[src/rtl/alu_slice_pkg.sv]
// Package: operand-select and function codes shared by the ALU slice.
// Assumes the decode values below are fixed; neighbouring slices and
// control logic rely on the same encodings.
package alu_slice_pkg;

    typedef enum logic [1:0] {
        SRC_A_FB   = 2'd0,
        SRC_A_ZERO = 2'd1,
        SRC_ZERO_B = 2'd2,
        SRC_A_B    = 2'd3
    } src_sel_e;

    typedef enum logic [2:0] {
        OP_CLEAR = 3'd0,
        OP_S_M_R = 3'd1,
        OP_R_M_S = 3'd2,
        OP_ADD   = 3'd3,
        OP_XOR   = 3'd4,
        OP_OR    = 3'd5,
        OP_AND   = 3'd6,
        OP_SET   = 3'd7
    } alu_op_e;

    function automatic logic op_is_arith(input logic [2:0] op);
        return (op == OP_S_M_R) || (op == OP_R_M_S) || (op == OP_ADD);
    endfunction

endpackage

[src/rtl/alu_stage_reg.sv]
// Module: one pipeline register of the slice with an active-low load
// enable and a synchronous active-low clear. Any bypass multiplexing is
// done by the parent, so this module only ever shows the stored value.
module alu_stage_reg #(
    parameter int W = 16
) (
    input  logic         clk,
    input  logic         rst_n,
    input  logic         load_n,
    input  logic [W-1:0] d,
    output logic [W-1:0] q
);

    // Capture d when load_n is low; clear on reset.
    always_ff @(posedge clk) begin
        if (!rst_n)
            q <= '0;
        else if (!load_n)
            q <= d;
    end

endmodule

[src/rtl/alu_operand_sel.sv]
// Module: operand-select matrix. It chooses the R and S inputs of the
// core from the A operand, the B operand, the stored result and zero.
// Assumes fb is taken from a register output, so no combinational loop
// can form through this stage.
module alu_operand_sel
    import alu_slice_pkg::*;
#(
    parameter int W = 16
) (
    input  logic [1:0]   src_sel,
    input  logic [W-1:0] a_op,
    input  logic [W-1:0] b_op,
    input  logic [W-1:0] fb,
    output logic [W-1:0] r_op,
    output logic [W-1:0] s_op
);

    // Decode the select code into the operand pair.
    always_comb begin
        unique case (src_sel_e'(src_sel))
            SRC_A_FB:   begin r_op = a_op; s_op = fb;   end
            SRC_A_ZERO: begin r_op = a_op; s_op = '0;   end
            SRC_ZERO_B: begin r_op = '0;   s_op = b_op; end
            default:    begin r_op = a_op; s_op = b_op; end
        endcase
    end

endmodule

[src/rtl/alu_func_core.sv]
// Module: eight-function ALU core with group lookahead outputs. Each
// arithmetic code is formed as x + y + cin, with one operand inverted
// for the subtract forms. Propagate and generate are active low and are
// held high for the non-arithmetic codes.
module alu_func_core
    import alu_slice_pkg::*;
#(
    parameter int W = 16
) (
    input  logic [2:0]   op_sel,
    input  logic [W-1:0] r_op,
    input  logic [W-1:0] s_op,
    input  logic         cin,
    output logic [W-1:0] res,
    output logic         cout,
    output logic         ovf,
    output logic         prop_n,
    output logic         gen_n
);

    localparam int MSB = W - 1;

    logic [W-1:0] add_x, add_y, add_sum;
    logic         arith;
    logic         grp_p, grp_g;

    assign arith = op_is_arith(op_sel);

    // Pick the addend pair for the arithmetic forms.
    always_comb begin
        unique case (alu_op_e'(op_sel))
            OP_S_M_R: begin add_x = ~r_op; add_y = s_op;  end
            OP_R_M_S: begin add_x = r_op;  add_y = ~s_op; end
            OP_ADD:   begin add_x = r_op;  add_y = s_op;  end
            default:  begin add_x = '0;    add_y = '0;    end
        endcase
    end

    // Fold per-bit propagate/generate into the group terms, low to high.
    always_comb begin
        grp_p = 1'b1;
        grp_g = 1'b0;
        for (int i = 0; i < W; i++) begin
            grp_g = (add_x[i] & add_y[i]) | ((add_x[i] | add_y[i]) & grp_g);
            grp_p = grp_p & (add_x[i] | add_y[i]);
        end
    end

    assign add_sum = add_x + add_y + {{(W-1){1'b0}}, cin};

    // Select the function result.
    always_comb begin
        unique case (alu_op_e'(op_sel))
            OP_CLEAR: res = '0;
            OP_XOR:   res = r_op ^ s_op;
            OP_OR:    res = r_op | s_op;
            OP_AND:   res = r_op & s_op;
            OP_SET:   res = '1;
            default:  res = add_sum;
        endcase
    end

    // Carry, overflow and lookahead outputs, active only for arithmetic codes.
    always_comb begin
        cout   = arith & (grp_g | (grp_p & cin));
        ovf    = arith & (add_x[MSB] == add_y[MSB]) & (add_sum[MSB] != add_x[MSB]);
        prop_n = ~(arith & grp_p);
        gen_n  = ~(arith & grp_g);
    end

endmodule

[src/rtl/alu_slice.sv]
// Module: top of the cascadable ALU slice. It contains the input
// registers with a shared bypass, the operand select, the function core,
// and a result register with its own bypass. The flags come from the
// combinational result. The output enable is modelled as a drive flag,
// and the data reads 0 when the port is not driven.
module alu_slice
    import alu_slice_pkg::*;
#(
    parameter int W = 16
) (
    input  logic         clk,
    input  logic         rst_n,
    input  logic [W-1:0] a_in,
    input  logic [W-1:0] b_in,
    input  logic         a_load_n,
    input  logic         b_load_n,
    input  logic         f_load_n,
    input  logic         in_bypass,
    input  logic         out_bypass,
    input  logic [1:0]   src_sel,
    input  logic [2:0]   op_sel,
    input  logic         carry_in,
    input  logic         f_out_en_n,
    output logic [W-1:0] f_out,
    output logic         f_drive,
    output logic         carry_out,
    output logic         prop_n,
    output logic         gen_n,
    output logic         ovf,
    output logic         zero
);

    localparam int NOPS = 2;

    logic [W-1:0] op_d [NOPS];
    logic [W-1:0] op_q [NOPS];
    logic [W-1:0] op_eff [NOPS];
    logic [NOPS-1:0] op_load_n;
    logic [W-1:0] r_op, s_op, alu_res, f_q, f_sel;

    assign op_d[0]   = a_in;
    assign op_d[1]   = b_in;
    assign op_load_n = {b_load_n, a_load_n};

    // One register plus bypass multiplexer per operand.
    for (genvar g = 0; g < NOPS; g++) begin : g_in_stage
        alu_stage_reg #(.W(W)) u_reg (
            .clk    (clk),
            .rst_n  (rst_n),
            .load_n (op_load_n[g]),
            .d      (op_d[g]),
            .q      (op_q[g])
        );
        assign op_eff[g] = in_bypass ? op_d[g] : op_q[g];
    end

    alu_operand_sel #(.W(W)) u_sel (
        .src_sel (src_sel),
        .a_op    (op_eff[0]),
        .b_op    (op_eff[1]),
        .fb      (f_q),
        .r_op    (r_op),
        .s_op    (s_op)
    );

    alu_func_core #(.W(W)) u_core (
        .op_sel (op_sel),
        .r_op   (r_op),
        .s_op   (s_op),
        .cin    (carry_in),
        .res    (alu_res),
        .cout   (carry_out),
        .ovf    (ovf),
        .prop_n (prop_n),
        .gen_n  (gen_n)
    );

    alu_stage_reg #(.W(W)) u_f_reg (
        .clk    (clk),
        .rst_n  (rst_n),
        .load_n (f_load_n),
        .d      (alu_res),
        .q      (f_q)
    );

    // Choose between the stored and the combinational result, then gate by the enable.
    always_comb begin
        f_sel   = out_bypass ? alu_res : f_q;
        f_drive = ~f_out_en_n;
        f_out   = f_out_en_n ? '0 : f_sel;
        zero    = (alu_res == '0);
    end

endmodule

[config.mk]
export PLATFORM = sky130hd
export DESIGN_NAME = alu_slice
export DESIGN_NICKNAME = d
export VERILOG_FILES = /design/src/rtl/alu_slice_pkg.sv /design/src/rtl/alu_stage_reg.sv /design/src/rtl/alu_operand_sel.sv /design/src/rtl/alu_func_core.sv /design/src/rtl/alu_slice.sv
export SDC_FILE = /design/constraint.sdc
export NUM_CORES = 1
export LEC_CHECK = 0
export CAP_MARGIN = 0
export CORE_ASPECT_RATIO = 1.2
export CORE_MARGIN = 4
export CORE_UTILIZATION = 55
export CTS_BUF_LIST = sky130_fd_sc_hd__clkbuf_16
export DETAILED_ROUTE_END_ITERATION = 10
export PLACE_DENSITY_LB_ADDON = 0.3
export SLEW_MARGIN = 20
export SYNTH_ARGS = -nofsm -noshare
export SYNTH_HDL_FRONTEND = slang
export SYNTH_SLANG_ARGS = --single-unit
[constraint.sdc]
create_clock -name clk -period 10.25 [get_ports clk]
set_clock_uncertainty 0.2 [all_clocks]
set_input_delay 1.025 -clock clk [delete_from_list [all_inputs] [get_ports clk]]
set_output_delay 1.025 -clock clk [all_outputs]
set_load 0.02 [all_outputs]
; Word level (Yosys, flattened, before mapping)
; Index checks and enable logic that the tools add are counted.
[totals]
in_bits = 46
ff_bits = 48
[op_classes]
eq_ne = 11
n_mux = 9
bitwise_logic = 92
add_sub_neg = 2
n_reduce_logical = 7
[ops]
columns = cell, count
row1 = case mux 16 bit (2 select lines), 3
row2 = 2-to-1 mux 16 bit, 5
row3 = case mux 16 bit (5 select lines), 1
row4 = bitwise AND 1 bit, 52
row5 = inverter 16 bit, 2
row6 = bitwise OR 1 bit, 32
row7 = adder 16 x 1 -> 16 bit, 1
row8 = adder 16 bit, 1
row9 = bitwise AND 16 bit, 1
row10 = logical NOT 16 bit, 1
row11 = bitwise OR 16 bit, 1
row12 = bitwise XOR 16 bit, 1
row13 = == test 3 bit (second input constant), 4
row14 = == test 3 x 2 -> 1 bit (second input constant), 2
row15 = OR reduction 2 bit, 2
row16 = == test 3 x 1 -> 1 bit (second input constant), 1
row17 = logical NOT 3 bit, 1
row18 = inverter 1 bit, 3
row19 = == test 2 x 1 -> 1 bit (second input constant), 1
row20 = == test 2 bit (second input constant), 1
row21 = logical NOT 2 bit, 1
row22 = logical OR 1 bit, 2
row23 = == test 1 bit, 1
row24 = != test 1 bit, 1

; Depth between registers and ports, before layout
; Gate-level depths: netlist of the first run.
[depth]
word_depth = 37
mapped_depth = 18
ltp_nobuf = 16

; Hierarchy
; Synthesis of the first run repeated with hierarchy kept, for this count alone.
[unflattened]
hier_cells = 681
hier_area_um2 = 5751.8
[modules_own_cells]
columns = module, instances, area_per_inst_um2, cells_per_inst
row1 = alu_func_core, 1, 2777.7, 412
row2 = alu_stage_reg, 3, 615.6, 51
row3 = alu_slice, 1, 834.6, 78
row4 = alu_operand_sel, 1, 292.8, 38

; Least setup slack after synthesis of the first run
; OpenSTA, ideal clock, no wires.
[synth_timing]
path_kind = input port to output port
from = in in_bypass
to = out zero
required_ns = 9.025
path_buffers = 2
cell_stages = 16
setup_slack_ns = 3.793
arrival_time_ns = 5.232
cell_sequence = clkbuf_1 > clkbuf_1 > mux2_2 > nand2_1 > o21ai_0 > a21oi_1 > fa_1 > inv_1 > fa_1 > a211oi_1 > o21ai_1 > a2111oi_2 > a211oi_1 > nand4b_1 > or4_4 > nor4_2
[synth_between]
elab_chain_cells = 8
elab_cells_between_ends = 15
[synth_lines]
columns = element, line
row1 = "start, declared", alu_slice.sv:18  ; input logic in_bypass,
row2 = 2-to-1 mux 16 bit, alu_slice.sv:54  ; assign op_eff[g] = in_bypass ? op_d[g] : op_q[g];
row3 = case mux 16 bit (2 select lines) / 2-to-1 mux 16 bit (equally long branches), alu_operand_sel.sv:20  ; unique case (src_sel_e'(src_sel))
row4 = "inverter 16 bit, on equally long branches", "alu_func_core.sv:33, alu_func_core.sv:32"
row5 = case mux 16 bit (2 select lines), alu_func_core.sv:31  ; unique case (alu_op_e'(op_sel))
row6 = adder 16 bit, alu_func_core.sv:49  ; assign add_sum = add_x + add_y + {{(W-1){1'b0}}, cin};
row7 = adder 16 x 1 -> 16 bit, alu_func_core.sv:49
row8 = case mux 16 bit (5 select lines) *, alu_func_core.sv:53  ; unique case (alu_op_e'(op_sel))
row9 = logical NOT 16 bit *, alu_slice.sv:91  ; zero = (alu_res == '0);
row10 = "end, declared", alu_slice.sv:30  ; output logic zero
; Mark *: on every way between the ends. The rest lies on a longest branch, timed or not.

; Final worst setup path of the first run
[layout_timing]
from = in op_sel[2]
to = out zero
[layout_between]
elab_chain_cells = 7
elab_cells_between_ends = 16
[layout_lines]
columns = element, line
row1 = "start, declared", alu_slice.sv:21  ; input logic [2:0] op_sel,
row2 = == test 3 x 2 -> 1 bit / == test 3 x 1 -> 1 bit (equally long branches), alu_func_core.sv:31
row3 = OR reduction 2 bit (no line), -
row4 = case mux 16 bit (2 select lines), alu_func_core.sv:31
row5 = adder 16 bit, alu_func_core.sv:49
row6 = adder 16 x 1 -> 16 bit, alu_func_core.sv:49
row7 = case mux 16 bit (5 select lines) *, alu_func_core.sv:53
row8 = logical NOT 16 bit *, alu_slice.sv:91
; Marks and branches as above.

==> results of run 1 <==
-- layout by cell type, fill, tap and decap left out, drive strengths merged, types with 4 or more instances in the layout --
cell type / count
a21o: 5
nor3: 12
o21bai: 5
o21ai: 31
mux2: 20
nor2: 128
nor2b: 4
a21oi: 65
mux2i: 69
nand2b: 18
a221oi: 10
clkbuf: 5
or3: 6
nand2: 36
nand3: 7
a31oi: 4
ha: 64
xor2: 5
dfxtp: 48
clkdlybuf4s50: 67
a211oi: 19
inv: 81
-- state kept, by name, summed over array words and instances, names as in the netlist --
name	count
g_in_stage.u_reg.q	32
u_f_reg.q	16
-- metal layers --
layer / vias up / track usage, % / wire length, um
li1: 2548 / - / -
met1: 2488 / 37.8 / 7100
met2: 246 / 50.3 / 7830
met3: 49 / 4.19 / 1230
met4: 0 / 15.2 / 875
met5: - / 0 / 0
-- power by group --
part           total, mW  internal, mW  switching (mW)
clock network      0.190         0.115          0.0756
registers          0.207         0.199         0.00827
logic              0.242        0.0976           0.144
total              0.639         0.412           0.228
-- worst max-delay path, stage by stage --
cell	delay [ns]
clkdlybuf4s50_1	0.83
clkinv_1	0.59
nand3_1	0.69
nor2_1	0.12
a21oi_1	0.30
fa_1	0.27
inv_1	0.06
fa_1	0.39
a211oi_1	0.53
o21ai_1	0.29
a2111oi_2	0.37
a211oi_1	0.13
nand4b_1	0.20
or4_4	0.43
nor4_2	0.29
clkdlybuf4s50_1	0.65
-- cell type report --
type / instances / share of cell area, %
Clock buffer: 5 / 2.04
Clock inverter: 3 / 0.692
Inverter: 82 / 5.01
Multi-Input combinational cell: 552 / 62.9
Sequential cell: 48 / 15.6
Tap cell: 120 / 2.44
Timing Repair Buffer: 70 / 11.3
-- path summary, 6_finish.rpt --
check	from	to	slack, ns	cells after the start
max	op_sel[2]	zero	1.84	16
min reg2reg	g_in_stage[1].u_reg.q[11]	g_in_stage[1].u_reg.q[11]	0.30	2
max reg2reg	u_f_reg.q[0]	u_f_reg.q[14]	5.89	14
min	g_in_stage[1].u_reg.q[11]	g_in_stage[1].u_reg.q[11]	0.30	2
-- cells by family (layout without fill, tap and decap cells) --
kind of cell	after synthesis	in the layout	synth area share, %
simple gates	228	228	19.4
compound gates	162	162	19.3
buf+inv	123	160	8.80
mux	89	89	17.3
fa+ha+maj	66	66	15.9
flops	48	48	18.2
xor+xnor	7	7	1.16
==> results.json, run 1 <==
{
  "clock_latency_ns": 0.30,
  "grt_overflow": 0,
  "dp_slack_ns": 1.98,
  "path_max_fanout": 17,
  "drt_iter0_markers": 362,
  "total_power_mw": 0.639,
  "multi_input_area_sq_um": 3870,
  "clk_path_buf_depth": 2,
  "yosys_register_bits": 48,
  "synth_area_sq_um": 5290,
  "cts_tree": "yes",
  "nNetsFinal": 871,
  "tns_ns": 0,
  "ys_async_sr_fraction_pct": 0,
  "drtPass1Iterations": 5,
  "nFillCells": 837,
  "ios": 68,
  "holdCritPathClass": "register to register",
  "rsz0062_at_grt": "no",
  "holdWs_ns": 0.297,
  "area_growth_pct": 16.2,
  "cp.required_ns": 9.03,
  "hold_viol": 0,
  "leakage_nw": 2.91,
  "wl_um": 17000,
  "final-setup-viol-count": 0,
  "setup_ws_ns": 1.84,
  "initial_core_util_pct": 57.3,
  "clock-sinks": 48,
  "clock.fmax_mhz": 119,
  "grt_max_degree": 47,
  "htree_levels": 2,
  "grt.total_usage_pct": 30.0,
  "synth_fp_nets": 835,
  "dr_total_vias": 5331,
  "maxSlewHeadroom_pct": 33.6,
  "rows": 38,
  "die_w_um": 97.5,
  "critPathLaunchType": "input pin",
  "cts_root_buf": "clkbuf_16",
  "cp_data_arrival_time_ns": 7.19,
  "grt_pass1_wl_um": 26800,
  "synth.top_cells.by_count": "nor2_1 (128), inv_1 (79), mux2i_1 (69), a21oi_1 (64), ha_1 (64)",
  "die_y_um": 115,
  "tightestPinTransition_ns": 0.993,
  "synth.yosys.seq_area_share_pct": 18.2,
  "ctsResizeCount": 0,
  "status": "completed",
  "yosysTopAreaCell": "dfxtp_1",
  "antenna_found_initial": 0,
  "port_buffers": 67,
  "yosysMostFrequentCell": "nor2_1",
  "seqCellArea_sq_um": 961,
  "peakVddDrop_uv": 61.5,
  "min_period_over_period_pct": 82.1,
  "finalInstanceArea_sq_um": 6150,
  "viasPerCell": 6.06,
  "max_cap_violations": 0,
  "core-area_sq_um": 9220,
  "synthFlopType": "dfxtp_1",
  "synth_cell_types": 61,
  "power.density_nw_per_um2": 104,
  "synth_cells": 723,
  "synth.top_cells.by_area": "dfxtp_1 (18%), ha_1 (15%), mux2i_1 (13%)",
  "drtAntennaViolNets": 0,
  "wl_per_cell_um": 19.4,
  "path_clk_slew_ns": 0.07,
  "crit_path_end_kind": "output pin",
  "post_cts_buffers": 0,
  "postPlaceCellArea_sq_um": 5970,
  "syn_area_per_cell_sq_um": 7.31,
  "synth_edf_count": 0,
  "yosys_warnings": 0,
  "post-route-util_pct": 66.6,
  "worst-setup-path-type": "input pin to output pin",
  "dp_hpwl_um": 13500,
  "dieArea_sq_um": 11300,
  "postCtsHoldBufs": 0,
  "netlist.area_leader.share_pct": 18.2,
  "drv_slew": 0,
  "finalNonFillerCells": 880,
  "num_antenna_cells": 0,
  "dpl.cell_count": 872,
  "fin_crit_ns": 8.41,
  "drt_drc_violations_left": 0,
  "cts_made_buffers": 5,
  "gp_congestion": 0.969,
  "drive_above_1_share_pct": 5.39,
  "grt_pass1_vias": 5166
}
(Power assumes the default switching activity.)
==> run 2: changes to the inputs <==
CORE_UTILIZATION = 52   (was 55)
clock period = 7.05 ns   (was 10.25 ns; I/O delays follow)
==> run 2 against run 1 <==
  * Die area rose by 5.3%
  * Sequential power rose by 45%
  * Combinational power rose by 45%
  * Routed wire length fell by 1.9%
  * Worst hold slack improved by 0.0013 ns
  * Global-route usage fell by 2.0 points
  * Setup slack got worse by 1.5 ns
  * Utilization fell by 4.4 points
  * Cell count rose by 1.7%
  * Critical path type unchanged
  * Highest routed layer unchanged
==> results.json, run 2 (synthesized netlist as in run 1, its figures left out) <==
{
  "hp-start": "g_in_stage[1].u_reg.q[3]",
  "peakVddDrop_uv": 116,
  "crit_path_end_kind": "output pin",
  "reg_top3": "g_in_stage.u_reg.q x32, u_f_reg.q x16",
  "critPathLaunchType": "input pin",
  "fin_crit_ns": 6.71,
  "wl_um": 16700,
  "post_cts_buffers": 0,
  "drt_iter0_markers": 327,
  "total_power_mw": 0.888,
  "cp_data_arrival_time_ns": 5.80,
  "drive_above_1_share_pct": 6.24,
  "tightestPinTransition_ns": 1.06,
  "cts_made_buffers": 5,
  "port_buffers": 67,
  "nNetsFinal": 880,
  "power.density_nw_per_um2": 143,
  "grt_pass1_vias": 5214,
  "hold_path_depth": 2,
  "area_growth_pct": 17.2,
  "maxSlewHeadroom_pct": 29.2,
  "cts_tree": "yes",
  "grt.total_usage_pct": 28.0,
  "slowest_delay_ns": 0.66,
  "use_met2_pct": 48.1,
  "status": "completed",
  "holdCritPathClass": "register to register",
  "postCtsHoldBufs": 0,
  "max_cap_violations": 0,
  "dieArea_sq_um": 11900,
  "die_w_um": 100,
  "largest_register_ff_count": 32,
  "reg2reg_setup_slack_ns": 2.86,
  "final-setup-viol-count": 0,
  "min_period_over_period_pct": 95.1,
  "core-area_sq_um": 9960,
  "drt_drc_violations_left": 0,
  "grt_use_met1_pct": 34.4,
  "initial_core_util_pct": 53.1,
  "tns_ns": 0,
  "post-route-util_pct": 62.2,
  "dp_hpwl_um": 13000,
  "rr_worst_depth": 14,
  "cts_root_buf": "clkbuf_16",
  "gp_congestion": 0.994,
  "mostFrequentLayoutCells": "nor2_1 (128), inv_1 (79), mux2i_1 (69), clkdlybuf4s50_1 (67)",
  "cp.required_ns": 6.14,
  "critPathSlowestCell": "clkdlybuf4s50_1",
  "antenna_found_initial": 0,
  "clock-sinks": 48,
  "viasPerCell": 5.93,
  "clk_path_buf_depth": 2,
  "regMostFlops": "g_in_stage.u_reg.q",
  "r2r_start": "u_f_reg.q[0]",
  "drtPass1Iterations": 6,
  "clock_latency_ns": 0.29,
  "final_common_cell": "nor2_1",
  "htree_levels": 2,
  "grt.busiest_layer": "met2",
  "die_y_um": 118,
  "rows": 40,
  "crit_family": "compound AO/OA/AOI/OAI gates",
  "grt_overflow": 0,
  "path_clk_slew_ns": 0.07,
  "wl_per_cell_um": 18.7,
  "ios": 68,
  "grt_pass1_wl_um": 26600,
  "drv_slew": 0,
  "num_antenna_cells": 0,
  "met3_usage_pct": 3.25,
  "path_cells": "clkdlybuf4s50_1 -> o21ai_0 -> nor2_1 -> a21oi_1 -> fa_1 -> inv_1 -> fa_1 -> a211oi_1 -> o21ai_1 -> a2111oi_2 -> a211oi_1 -> nand4b_1 -> or4_4 -> nor4_2 -> clkdlybuf4s50_1",
  "leakage_nw": 2.94,
  "rsz0062_at_grt": "no",
  "grt_max_degree": 47,
  "dr_total_vias": 5308,
  "worst-setup-path-type": "input pin to output pin",
  "clock.fmax_mhz": 149,
  "rr_endpoint": "u_f_reg.q[6]",
  "path_max_fanout": 12,
  "hold_end": "g_in_stage[1].u_reg.q[3]",
  "drtAntennaViolNets": 0,
  "cp_num_buf_inv": 3,
  "hold_viol": 0
}
-- run 2: worst max path at each step --
stage | slack (ns) | from | to | cells past startpoint
after floorplan | 1.23 | in_bypass | zero | 16
after global routing | 0.03 | src_sel[1] | zero | 15
after global placement | 0.44 | in_bypass | zero | 19
after detailed placement | 0.36 | in_bypass | zero | 19
final | 0.34 | src_sel[1] | zero | 15
after CTS | 0.33 | in_bypass | zero | 19
-- run 2: worst min-delay path, stage by stage, from the launching register on --
cell and delay, ns:
dfxtp_1 0.32, mux2i_1 0.06, nor2_1 0.08
-- run 2: stage by stage --
stage	hold slack, ns	std cells	setup slack (ns)	area, sq um
after floorplan	0.254	723	1.23	5290
after global placement	0.273	887	0.444	6050
after detailed placement	0.287	887	0.355	6050
after CTS	0.304	895	0.326	6190
after global routing	0.325	895	0.0348	6200
final	0.298	895	0.343	6200
-- run 2: cell type report --
cell class / count / area, sq um
inverter: 82 / 308
timing repair buffer: 79 / 764
sequential: 48 / 961
multi-input combinational: 552 / 3860
clock inverter: 3 / 18.8
tap: 126 / 158
clock buffer: 5 / 125
fill: 946 / 3760
-- run 2: where the power goes --
| group | switching, mW | internal, mW |
|---|---|---|
| clock | 0.106 | 0.130 |
| sequential | 0.0116 | 0.290 |
| combinational | 0.206 | 0.144 |
-- run 2: layer usage --
| metal | wire [um] | part of all wire (%) |
|---|---|---|
| met3 | 1160 | 6.9 |
| met1 | 6810 | 41 |
| met2 | 8020 | 48 |
| met5 | 0 | 0 |
| met4 | 729 | 4.4 |
-- run 2: repair_timing --
item,in CTS,in global routing
resized for setup,0,2
endpoints found under the setup margin,0,2
endpoints found under the hold margin,0,0
==> run 3: changes to the inputs <==
MAX_ROUTING_LAYER = met4   (was not set)
==> run 3 against run 2 <==
  * Register-to-register slack hardly changed
  * Setup slack improved by 0.17 ns
  * Non-clock buffer count rose by 1
  * Highest routed layer unchanged
  * Cell count up 0.11%
  * Utilization up 0.35 points
  * Largest power group unchanged
  * Largest cell class unchanged
  * Fmax up 2.7%
==> results.json, run 3 (synthesized netlist as in run 1, its figures left out) <==
{
  "clock.fmax_mhz": 153,
  "grt_pass1_vias": 5334,
  "grt_pass1_wl_um": 27600,
  "holdWs_ns": 0.286,
  "die_y_um": 118,
  "viasPerCell": 6.01,
  "gp_congestion": 1.00,
  "clock-sinks": 48,
  "peakVddDrop_uv": 123,
  "drtPass1Iterations": 5,
  "crit_path_end_kind": "output pin",
  "r2r_start": "u_f_reg.q[0]",
  "cp_num_buf_inv": 6,
  "rr_endpoint": "u_f_reg.q[14]",
  "status": "completed",
  "path_cells": "clkdlybuf4s50_1 -> buf_4 -> buf_4 -> mux2i_1 -> nor2_1 -> inv_1 -> nor2_1 -> a21oi_1 -> inv_1 -> fa_1 -> a211oi_2 -> o21ai_1 -> a2111oi_2 -> a211oi_1 -> nand4b_1 -> or4_4 -> nor4_2 -> clkdlybuf4s50_1",
  "drv_slew": 0,
  "tightestPinTransition_ns": 1.02,
  "drt_iter0_markers": 405,
  "cp_data_arrival_time_ns": 5.63,
  "port_buffers": 67,
  "dieArea_sq_um": 11900,
  "slowest_delay_ns": 0.64,
  "hp-start": "u_f_reg.q[11]",
  "postPlaceCellArea_sq_um": 6060,
  "rows": 40,
  "total_power_mw": 0.938,
  "final_common_cell": "nor2_1",
  "wl_um": 17100,
  "rsz0062_at_grt": "no",
  "post_cts_buffers": 0,
  "worst-setup-path-type": "input pin to output pin",
  "finalInstanceArea_sq_um": 6230,
  "drtAntennaViolNets": 0,
  "grt.busiest_layer": "met2",
  "cts_made_buffers": 5,
  "crit_family": "buffers and inverters",
  "drive_above_1_share_pct": 6.62,
  "grt_use_met1_pct": 36.2,
  "cts_tree": "yes",
  "hold_path_depth": 2,
  "clk_path_buf_depth": 2,
  "drt_drc_violations_left": 0,
  "rr_worst_depth": 14,
  "reg2reg_setup_slack_ns": 2.86,
  "dp_slack_ns": 0.458,
  "ios": 68,
  "die_w_um": 100,
  "setup_ws_ns": 0.516,
  "fin_crit_ns": 6.53,
  "holdCritPathClass": "register to register",
  "power.density_nw_per_um2": 151,
  "met3_usage_pct": 3.07,
  "nNetsFinal": 881,
  "final-setup-viol-count": 0,
  "largest_register_ff_count": 32,
  "min_period_over_period_pct": 92.7,
  "initial_core_util_pct": 53.1,
  "grt_overflow": 0,
  "cp.required_ns": 6.14,
  "use_met2_pct": 49.5,
  "path_max_fanout": 17,
  "wl_per_cell_um": 19.1,
  "clock_latency_ns": 0.29,
  "nFillCells": 909,
  "leakage_nw": 2.96,
  "area_growth_pct": 17.9,
  "grt_max_degree": 47,
  "critPathSlowestCell": "clkdlybuf4s50_1",
  "hold_viol": 0,
  "hold_end": "u_f_reg.q[11]",
  "grt.total_usage_pct": 29.9,
  "dr_total_vias": 5386,
  "max_cap_violations": 0,
  "cts_root_buf": "clkbuf_16",
  "reg_top3": "g_in_stage.u_reg.q x32, u_f_reg.q x16",
  "antenna_found_initial": 0,
  "num_antenna_cells": 0,
  "tns_ns": 0,
  "critPathLaunchType": "input pin",
  "regMostFlops": "g_in_stage.u_reg.q",
  "maxSlewHeadroom_pct": 31.6,
  "core-area_sq_um": 9960,
  "htree_levels": 2,
  "dp_hpwl_um": 13300,
  "mostFrequentLayoutCells": "nor2_1 (128), inv_1 (79), mux2i_1 (69), clkdlybuf4s50_1 (67)",
  "path_clk_slew_ns": 0.07
}
## run 3: changes by cell type in the layout (fill, tap and decap cells not counted), sizes merged
cell / before / now
buf: 12 / 13
bufinv: 0 / 1
clkinv: 2 / 1
clkinvlp: 2 / 1
inv: 81 / 82
## run 3: metrics by stage
stage,utilization (%),instances
after global placement,60.8,888
after floorplan,-,723
after CTS,62.5,896
after global routing,62.6,896
final,62.6,896
after detailed placement,60.8,888
## run 3: metal layers
layer / wire length (um) / vias to the layer above
met5: 0 / -
met1: 7040 / 2566
met2: 8250 / 211
met4: 701 / 0
met3: 1100 / 42
li1: - / 2567
## run 3: worst max path at each step
stage | cells after the start | slack [ns] | endpoint | start
after global placement | 18 | 0.54 | zero | in_bypass
after floorplan | 16 | 1.23 | zero | in_bypass
after detailed placement | 18 | 0.46 | zero | in_bypass
after global routing | 18 | 0.16 | zero | in_bypass
after CTS | 18 | 0.44 | zero | in_bypass
final | 18 | 0.52 | zero | in_bypass
## run 3: final cells by class
cell class / instances / area [sq um] / share of cell area [%]
Clock inverter: 3 / 46.3 / 0.743
Multi-Input combinational cell: 552 / 3870 / 62.0
Timing Repair Buffer: 80 / 768 / 12.3
Inverter: 82 / 308 / 4.94
Clock buffer: 5 / 125 / 2.01
Sequential cell: 48 / 961 / 15.4
Tap cell: 126 / 158 / 2.53
## run 3: worst reg2reg max path: stages (launching register included)
cell and delay [ns]:
dfxtp_1 0.38, nand2b_1 0.07, o21ai_0 0.45, nor2_1 0.08
a21oi_1 0.28, fa_1 0.27, inv_1 0.06, fa_1 0.41
a211oi_2 0.33, o21ai_1 0.25, a2111oi_0 0.64, o21ai_0 0.20
and3b_1 0.23, mux2i_1 0.14, nor2_1 0.05
## run 3: repair_timing
| action | in CTS | in global routing |
|---|---|---|
| resized for setup | 0 | 1 |
| hold buffers | 0 | 0 |
| setup endpoints to repair | 0 | 1 |
## run 3: power by group
part,internal [mW],switching (mW)
Sequential,0.289,0.0114
Combinational,0.145,0.211
Clock,0.169,0.112
